==> src/rtl/resp_tx_pkg.sv <==
package resp_tx_pkg;

  localparam int FRAME_W  = 16;
  localparam int CAR_W    = 3;
  localparam int STAT_W   = 2;
  localparam int SID_W    = 3;
  localparam int DEV_W    = 4;
  localparam int CAR_LSB  = 1;
  localparam int STAT_LSB = CAR_LSB + CAR_W;
  localparam int SID_LSB  = STAT_LSB + STAT_W;
  localparam int DEV_LSB  = SID_LSB + SID_W;
  localparam int IDX_W    = $clog2(FRAME_W);

  typedef logic [FRAME_W-1:0] frame_t;

  typedef enum logic [1:0] {
    PH_IDLE = 2'd0,
    PH_SEND = 2'd1,
    PH_TAIL = 2'd2
  } phase_t;

  typedef enum logic [STAT_W-1:0] {
    TRK_AA = 2'd0,
    TRK_AB = 2'd1,
    TRK_BB = 2'd2,
    TRK_BA = 2'd3
  } trk_code_t;

  // Places the fields; framing bits forced high, reserved bits left zero.
  function automatic frame_t pack_frame(
    input logic [CAR_W-1:0]  car,
    input logic [STAT_W-1:0] stat,
    input logic [SID_W-1:0]  sid,
    input logic [DEV_W-1:0]  dev
  );
    frame_t f;
    f = '0;
    f[CAR_LSB  +: CAR_W]  = car;
    f[STAT_LSB +: STAT_W] = stat;
    f[SID_LSB  +: SID_W]  = sid;
    f[DEV_LSB  +: DEV_W]  = dev;
    f[0]         = 1'b1;
    f[FRAME_W-1] = 1'b1;
    return f;
  endfunction

endpackage

==> src/rtl/resp_bit_timer.sv <==
module resp_bit_timer #(
  parameter int TICKS = 50
) (
  input  logic clk,
  input  logic rst_n,
  input  logic clear,
  input  logic run,
  input  logic tick_en,
  output logic bit_done
);
  localparam int CW = (TICKS > 1) ? $clog2(TICKS) : 1;
  localparam logic [CW-1:0] LAST = CW'(TICKS - 1);

  logic [CW-1:0] cnt;

  assign bit_done = run && tick_en && (cnt == LAST);

  always_ff @(posedge clk) begin
    if (!rst_n)                cnt <= '0;
    else if (clear)            cnt <= '0;
    else if (run && tick_en)   cnt <= bit_done ? '0 : cnt + 1'b1;
  end
endmodule

==> src/rtl/resp_seq_ctrl.sv <==
module resp_seq_ctrl
  import resp_tx_pkg::*;
(
  input  logic             clk,
  input  logic             rst_n,
  input  logic             start,
  input  logic             bit_done,
  output logic             load,
  output logic             busy,
  output logic             sending,
  output logic             in_tail,
  output logic [IDX_W-1:0] bit_idx
);
  localparam logic [IDX_W-1:0] LAST_IDX = IDX_W'(FRAME_W - 1);

  phase_t phase;

  assign load    = (phase == PH_IDLE) && start;
  assign busy    = (phase != PH_IDLE);
  assign sending = (phase == PH_SEND);
  assign in_tail = (phase == PH_TAIL);

  always_ff @(posedge clk) begin
    if (!rst_n) begin
      phase   <= PH_IDLE;
      bit_idx <= '0;
    end else begin
      case (phase)
        PH_IDLE: if (start) begin
          phase   <= PH_SEND;
          bit_idx <= '0;
        end
        PH_SEND: if (bit_done) begin
          if (bit_idx == LAST_IDX) phase <= PH_TAIL;
          else                     bit_idx <= bit_idx + 1'b1;
        end
        PH_TAIL: if (bit_done) phase <= PH_IDLE;
        default: phase <= PH_IDLE;
      endcase
    end
  end
endmodule

==> src/rtl/resp_frame_pack.sv <==
module resp_frame_pack
  import resp_tx_pkg::*;
(
  input  logic [CAR_W-1:0]  car_id,
  input  logic [STAT_W-1:0] trk_status,
  input  logic [SID_W-1:0]  sender_id,
  input  logic [DEV_W-1:0]  dev_type,
  output frame_t            word
);
  assign word = pack_frame(car_id, trk_status, sender_id, dev_type);
endmodule

==> src/rtl/resp_frame_tx.sv <==
module resp_frame_tx
  import resp_tx_pkg::*;
#(
  parameter int BIT_TICKS = 50
) (
  input  logic              clk,
  input  logic              rst_n,
  input  logic              tick_en,
  input  logic              start,
  input  logic [CAR_W-1:0]  car_id,
  input  logic [STAT_W-1:0] trk_status,
  input  logic [SID_W-1:0]  sender_id,
  input  logic [DEV_W-1:0]  dev_type,
  output logic              drive_en,
  output logic              drive_val,
  output logic              busy
);
  logic             load;
  logic             sending;
  logic             in_tail;
  logic             bit_done;
  logic [IDX_W-1:0] bit_idx;
  frame_t           packed_word;
  frame_t           frame_q;

  resp_frame_pack u_pack (
    .car_id     (car_id),
    .trk_status (trk_status),
    .sender_id  (sender_id),
    .dev_type   (dev_type),
    .word       (packed_word)
  );

  resp_bit_timer #(.TICKS(BIT_TICKS)) u_timer (
    .clk      (clk),
    .rst_n    (rst_n),
    .clear    (load),
    .run      (busy),
    .tick_en  (tick_en),
    .bit_done (bit_done)
  );

  resp_seq_ctrl u_ctrl (
    .clk      (clk),
    .rst_n    (rst_n),
    .start    (start),
    .bit_done (bit_done),
    .load     (load),
    .busy     (busy),
    .sending  (sending),
    .in_tail  (in_tail),
    .bit_idx  (bit_idx)
  );

  always_ff @(posedge clk) begin
    if (!rst_n)    frame_q <= '0;
    else if (load) frame_q <= packed_word;
  end

  assign drive_en  = sending & frame_q[bit_idx];
  assign drive_val = 1'b1;
endmodule

==> config.mk <==
export PLATFORM = sky130hd
export DESIGN_NAME = resp_frame_tx
export DESIGN_NICKNAME = d
export VERILOG_FILES = /design/src/rtl/resp_tx_pkg.sv /design/src/rtl/resp_bit_timer.sv /design/src/rtl/resp_seq_ctrl.sv /design/src/rtl/resp_frame_pack.sv /design/src/rtl/resp_frame_tx.sv
export SDC_FILE = /design/constraint.sdc
export NUM_CORES = 1
export LEC_CHECK = 0
export BUFFER_PORTS_ARGS = -buffer_cell sky130_fd_sc_hd__buf_2
export CORE_UTILIZATION = 34
export DETAILED_ROUTE_END_ITERATION = 6
export PLACE_DENSITY = 0.55
export SLEW_MARGIN = 25
export SYNTH_ARGS = -nofsm -noshare
export SYNTH_HDL_FRONTEND = slang
export SYNTH_SLANG_ARGS = --single-unit
==> constraint.sdc <==
create_clock -name clk -period 1.8 [get_ports clk]
set_input_delay 0.09 -clock clk [delete_from_list [all_inputs] [get_ports clk]]
set_output_delay 0.09 -clock clk [all_outputs]
set_load 0.005 [all_outputs]
==> impl_metrics.json, run 1 <==
{
  "status": "finished clean",
  "yosysMostFrequentCell": "nand2_1",
  "power.leakage_nw": 0.5721,
  "wl_um": 2588,
  "cp.buffers_inverters": 1,
  "grt_pass1_vias": 1010,
  "final_area_um2": 1501,
  "cp-end-kind": "output pin",
  "synth_area_um2": 1215,
  "syn_to_final_growth_pct": 23.58,
  "finalMaxSlewViolations": 0,
  "seq_area_frac_synth_pct": 41.19,
  "grt_overflow_total": 0,
  "register_area_um2": 508.0,
  "fin_total_pwr_uw": 959.3,
  "crit_type": "flop to output pin",
  "vias": 1111,
  "cts-root-buf": "clkbuf_4",
  "io_pins": 19,
  "die_w_um": 61.78,
  "firstDrtPassIters": 4,
  "grt_pass1_wl_um": 4471,
  "grt_busiest_layer": "met2",
  "antenna_cells": 0,
  "clock_latency_ns": 0.32,
  "synthFlopType": "dfxtp_1",
  "path_max_fanout": 7,
  "grt_max_degree": 20,
  "synth-edff-count": 0,
  "slowest_stage": "mux4_2",
  "row_count": 21,
  "hold_slack_ns": 0.02536,
  "rsz0062_at_grt": "no",
  "drive_gt1_share_pct": 16.11,
  "finalSetupTns_ns": 0,
  "hpwl_um": 1772,
  "cp-start-kind": "flop",
  "cts-root-to-sink-buffers": 2,
  "post_dp_cell_area_um2": 1339,
  "max_slew_margin_pct": 63.09,
  "yosys_warnings": 0,
  "coreArea_um2": 3390,
  "synth.distinct_cells": 41,
  "drc_errors": 0,
  "cts_sinks": 25,
  "cp.arrival_ns": 1.61,
  "syn_avg_cell_area_um2": 8.046,
  "synth_fp_nets": 170,
  "synthesis.instances": 151,
  "synth_common_cells": "nand2_1 (31), dfxtp_1 (25), a21oi_1 (17)",
  "ys_ff_latch": 25,
  "slowest_delay_ns": 0.49,
  "routabilityCongestion": 0.7853,
  "setup_viol": 0,
  "synth_area_leaders": "dfxtp_1 (41%), nand2_1 (9.6%), a21oi_1 (7.0%)",
  "io_buffers": 17,
  "via_per_inst": 4.916,
  "grt_use_total_pct": 16.01,
  "wl_per_cell_um": 11.45,
  "die_h_um": 61.78,
  "irDropWorstVdd_mv": 0.3155,
  "powerDensity_nw_per_um2": 639.0,
  "die_area_um2": 3816,
  "crit_family": "multiplexers",
  "hp-class": "primary input to flop",
  "crit_path_cell_trace": "mux4_2, o211ai_1, o22ai_1, buf_2",
  "max_clock_freq_mhz": 588.9,
  "cts_max_level": 1,
  "post-synth-top-area-cell": "dfxtp_1",
  "tritoncts": "built",
  "fin_crit_ns": 1.698,
  "tightest_slew_ns": 0.5503,
  "grt_util_met3_pct": 1.863,
  "grt_util_met2_pct": 25.19,
  "synthDominantCellAreaShare_pct": 41.19,
  "nets": 200,
  "cp.required_ns": 1.71,
  "antenna_found_initial": 0,
  "ant_nets": 0,
  "filler_cell_count": 352,
  "finalClockSkew_ns": 0.006283,
  "fin_crit_sh_pct": 94.33,
  "drtIter0Drc": 22,
  "grt.met1_usage_pct": 21.95,
  "numCtsBuffers": 3,
  "clk_pin_slew_ns": 0.15,
  "async_flop_share_pct": 0,
  "multi_input_area_um2": 665.6,
  "initial_core_util_pct": 35.84,
  "maxCapViolations": 0,
  "hold_violations": 0
}
[registers in the layout (all words and copies together), names as in the netlist]
name and count:
frame_q 13, u_ctrl.bit_idx 4, u_ctrl.phase 2, u_timer.cnt 6
[routing by layer]
metal,vias to the layer above,wire (um)
met1,512,1327
met2,18,1188
met5,-,0
li1,579,-
met3,2,49
met4,0,23
[cell type report]
type / instances / area share [%]
multi-input cells: 115 / 44.33
flip-flops and latches: 25 / 33.83
repair buffers: 32 / 15.17
well taps: 46 / 3.833
clock buffers: 3 / 1.500
inverters: 4 / 1.000
clock inverters: 1 / 0.3333
[stage by stage]
| stage | instances | utilization [%] | setup slack [ns] |
|---|---|---|---|
| 2_1_floorplan | 151 | - | 0.3683 |
| 3_3_place_gp | 209 | 39.50 | 0.2586 |
| 3_5_place_dp | 209 | 39.50 | 0.1996 |
| 4_1_cts | 225 | 44.00 | 0.03797 |
| 5_1_grt | 226 | 44.30 | 0.004249 |
| 6_report | 226 | 44.30 | 0.1020 |
[power by group]
| part | leakage [nW] | switching [mW] | total (mW) | internal (mW) |
|---|---|---|---|---|
| logic | 0.349 | 0.0599 | 0.116 | 0.0562 |
| clock network | 0.0177 | 0.178 | 0.261 | 0.0832 |
| registers | 0.205 | 0.0125 | 0.583 | 0.570 |
| total | 0.572 | 0.250 | 0.959 | 0.709 |
[placed cells by master (no fill, tap or decap), types with 2 or more instances in the layout]
cell	n
a21oi_1	17
a22oi_1	2
and2_1	3
buf_2	17
buf_4	3
clkbuf_4	3
dfxtp_1	23
dfxtp_4	2
dlygate4sd3_1	12
ha_1	3
inv_1	3
mux2i_1	3
nand2_1	31
nand3_1	9
nand4_1	3
nor2_1	13
nor2b_1	3
nor3_1	2
o211ai_1	2
xnor2_1	2
xor2_1	2
[path summary, 6_finish.rpt]
kind                           from                end  slack (ns)  depth (start not counted)
setup / recovery  u_ctrl.bit_idx[0]           drive_en        0.10                          4
hold / removal                rst_n     u_timer.cnt[1]        0.03                          3
setup reg to reg     u_timer.cnt[0]  u_ctrl.bit_idx[3]        0.19                          5
hold reg to reg         frame_q[10]        frame_q[10]        0.47                          2
[worst reg2reg max path: cells and delay by family, from the launching register on]
kind	cells	cell delay, ns
fa+ha+maj	1	0.19
compound gates	2	0.39
flops	1	0.44
simple gates	2	0.50
[cell families after synthesis]
kind of cell | count (synthesis) | share of synthesized area (%)
xor gates and xnor gates | 4 | 2.884
muxes | 4 | 4.325
buffers and inverters | 11 | 4.016
and+or+nand+nor | 73 | 28.53
other | 1 | 0.3087
adders and majority gates | 3 | 3.090
AOI/OAI and AO/OA | 30 | 15.65
DFF | 25 | 41.19
[what timing repair did]
item,in CTS,in global routing
gates cloned,0,0
hold buffers,12,0
setup buffers,0,1
endpoints found under the setup margin,1,1
pin swaps,0,0
gates resized for setup,3,1
hold endpoints to repair,12,0
Note: power is estimated with default switching activity, not from simulation.
==> run 2, diff against run 1 <==
CORE_MARGIN = 2   (was unset)
CTS_CLUSTER_DIAMETER = 80   (was unset)
==> impl_metrics.json, run 2 (synthesis gave the netlist of run 1 again) <==
{
  "status": "finished clean",
  "hold_end": "u_timer.cnt[0]",
  "numCtsBuffers": 3,
  "tightest_slew_ns": 0.5511,
  "path_max_fanout": 8,
  "post_dp_cell_area_um2": 1346,
  "grt_pass1_vias": 1067,
  "cts_max_level": 1,
  "hp-class": "primary input to flop",
  "final_common_cell": "nand2_1",
  "cp.arrival_ns": 1.61,
  "slowest_delay_ns": 0.49,
  "drive_gt1_share_pct": 16.11,
  "firstDrtPassIters": 4,
  "crit_path_cell_trace": "mux4_2, o211ai_1, o22ai_1, buf_2",
  "cp.buffers_inverters": 1,
  "final_area_um2": 1501,
  "vias": 1119,
  "cp-start-kind": "flop",
  "via_per_inst": 4.951,
  "cts-root-buf": "clkbuf_4",
  "grt_pass1_wl_um": 4595,
  "max_slew_margin_pct": 63.04,
  "crit_family": "multiplexers",
  "reg2reg_depth": 6,
  "finalMaxSlewViolations": 0,
  "clk_pin_slew_ns": 0.14,
  "cts_sinks": 25,
  "hpwl_um": 1839,
  "setup_viol": 0,
  "cp-end-kind": "output pin",
  "cp.required_ns": 1.71,
  "grt_use_total_pct": 14.21,
  "die_w_um": 63.78,
  "r2r_slack_ns": 0.25,
  "ant_nets": 0,
  "initial_core_util_pct": 35.84,
  "tritoncts": "built",
  "antenna_found_initial": 0,
  "clock_latency_ns": 0.32,
  "maxCapViolations": 0,
  "finalClockSkew_ns": 0.006666,
  "slowest_stage": "mux4_2",
  "io_buffers": 17,
  "coreArea_um2": 3390,
  "holdPathStages": 3,
  "power.leakage_nw": 0.5721,
  "worstHoldStart": "rst_n",
  "hold_violations": 0,
  "filler_cell_count": 340,
  "crit_type": "flop to output pin",
  "fin_crit_ns": 1.703,
  "rsz0062_at_grt": "no",
  "die_h_um": 63.78,
  "grt_overflow_total": 0,
  "wl_per_cell_um": 11.38,
  "fin_crit_sh_pct": 94.58,
  "die_area_um2": 4067,
  "max_clock_freq_mhz": 587.4,
  "mostFrequentLayoutCells": "nand2_1 (31), dfxtp_1 (23), a21oi_1 (17), buf_2 (17), nor2_1 (13)",
  "regMostFlops": "frame_q",
  "cts-root-to-sink-buffers": 2,
  "drtIter0Drc": 14,
  "r2r_start": "u_timer.cnt[1]",
  "io_pins": 19,
  "reg.largest.list": "frame_q x13, u_timer.cnt x6, u_ctrl.bit_idx x4",
  "drc_errors": 0,
  "postCtsSetupRepairBufs": 0,
  "largest_register_ffs": 13,
  "nets": 200,
  "powerDensity_nw_per_um2": 632.7,
  "syn_to_final_growth_pct": 23.58,
  "routabilityCongestion": 0.7914,
  "irDropWorstVdd_mv": 0.2879,
  "finalSetupTns_ns": 0,
  "wl_um": 2572,
  "row_count": 21,
  "grt_max_degree": 20,
  "worst_r2r_endpoint": "u_ctrl.phase[1]",
  "antenna_cells": 0
}
-- run 2: cell counts in the layout (fill, tap and decap cells not counted) --
Identical to the previous run, type by type.
-- run 2: routing by layer --
layer / GRT usage, % / wire length, um / vias to the layer above
li1: - / - / 583
met1: 17.42 / 1231 / 510
met2: 24.47 / 1212 / 19
met3: 1.585 / 67 / 7
met4: 7.337 / 61 / 0
met5: 0 / 0 / -
-- run 2: what timing repair did --
item / CTS / global route
hold endpoints to repair: 12 / 0
endpoints found under the setup margin: 1 / 1
gates resized for setup: 2 / 2
hold buffers: 12 / 0
-- run 2: cell type report --
| type | count | area (um^2) | share of cell area [%] |
|---|---|---|---|
| clock buffer | 3 | 22.52 | 1.500 |
| inverter | 4 | 15.01 | 1.000 |
| multi-input combinational | 115 | 665.6 | 44.33 |
| timing repair buffer | 32 | 227.7 | 15.17 |
| sequential | 25 | 508.0 | 33.83 |
| clock inverter | 1 | 5.005 | 0.3333 |
| tap | 46 | 57.56 | 3.833 |
-- run 2: report_power, final --
part / internal (mW) / total, mW / switching, mW
Sequential: 0.570 / 0.582 / 0.0121
Clock: 0.0831 / 0.252 / 0.169
Combinational: 0.0561 / 0.115 / 0.0594
-- run 2: stage by stage --
stage / hold WS, ns / instances / total power [mW] / worst slack (ns) / util [%]
4_1_cts: 0.01529 / 226 / 0.9661 / 0.05159 / 44.15
3_5_place_dp: 0.3371 / 210 / 0.6939 / 0.2662 / 39.72
5_1_grt: 0.03087 / 226 / 1.011 / 0.005169 / 44.30
6_report: 0.02639 / 226 / 0.9499 / 0.09747 / 44.30
2_1_floorplan: 0.2260 / 151 / 0.6574 / 0.3683 / -
3_3_place_gp: 0.3307 / 210 / 0.6908 / 0.2392 / 39.72
-- run 2: worst register-to-register path, cell delays in order, from the launching register on --
cell	delay, ns
dfxtp_1	0.40
inv_1	0.06
ha_1	0.19
and4bb_1	0.24
and2_0	0.15
or3b_1	0.34
a21oi_1	0.11
-- run 2: worst max path at each step --
stage                       from                end  slack (ns)  depth (start not counted)
6_report       u_ctrl.bit_idx[0]           drive_en         0.1                          4
2_1_floorplan     u_timer.cnt[1]  u_ctrl.bit_idx[3]        0.37                          6
5_1_grt        u_ctrl.bit_idx[0]           drive_en       0.005                          4
4_1_cts        u_ctrl.bit_idx[0]           drive_en        0.05                          4
3_3_place_gp   u_ctrl.bit_idx[0]  u_ctrl.bit_idx[2]        0.24                          5
3_5_place_dp      u_timer.cnt[0]  u_ctrl.bit_idx[3]        0.27                          5
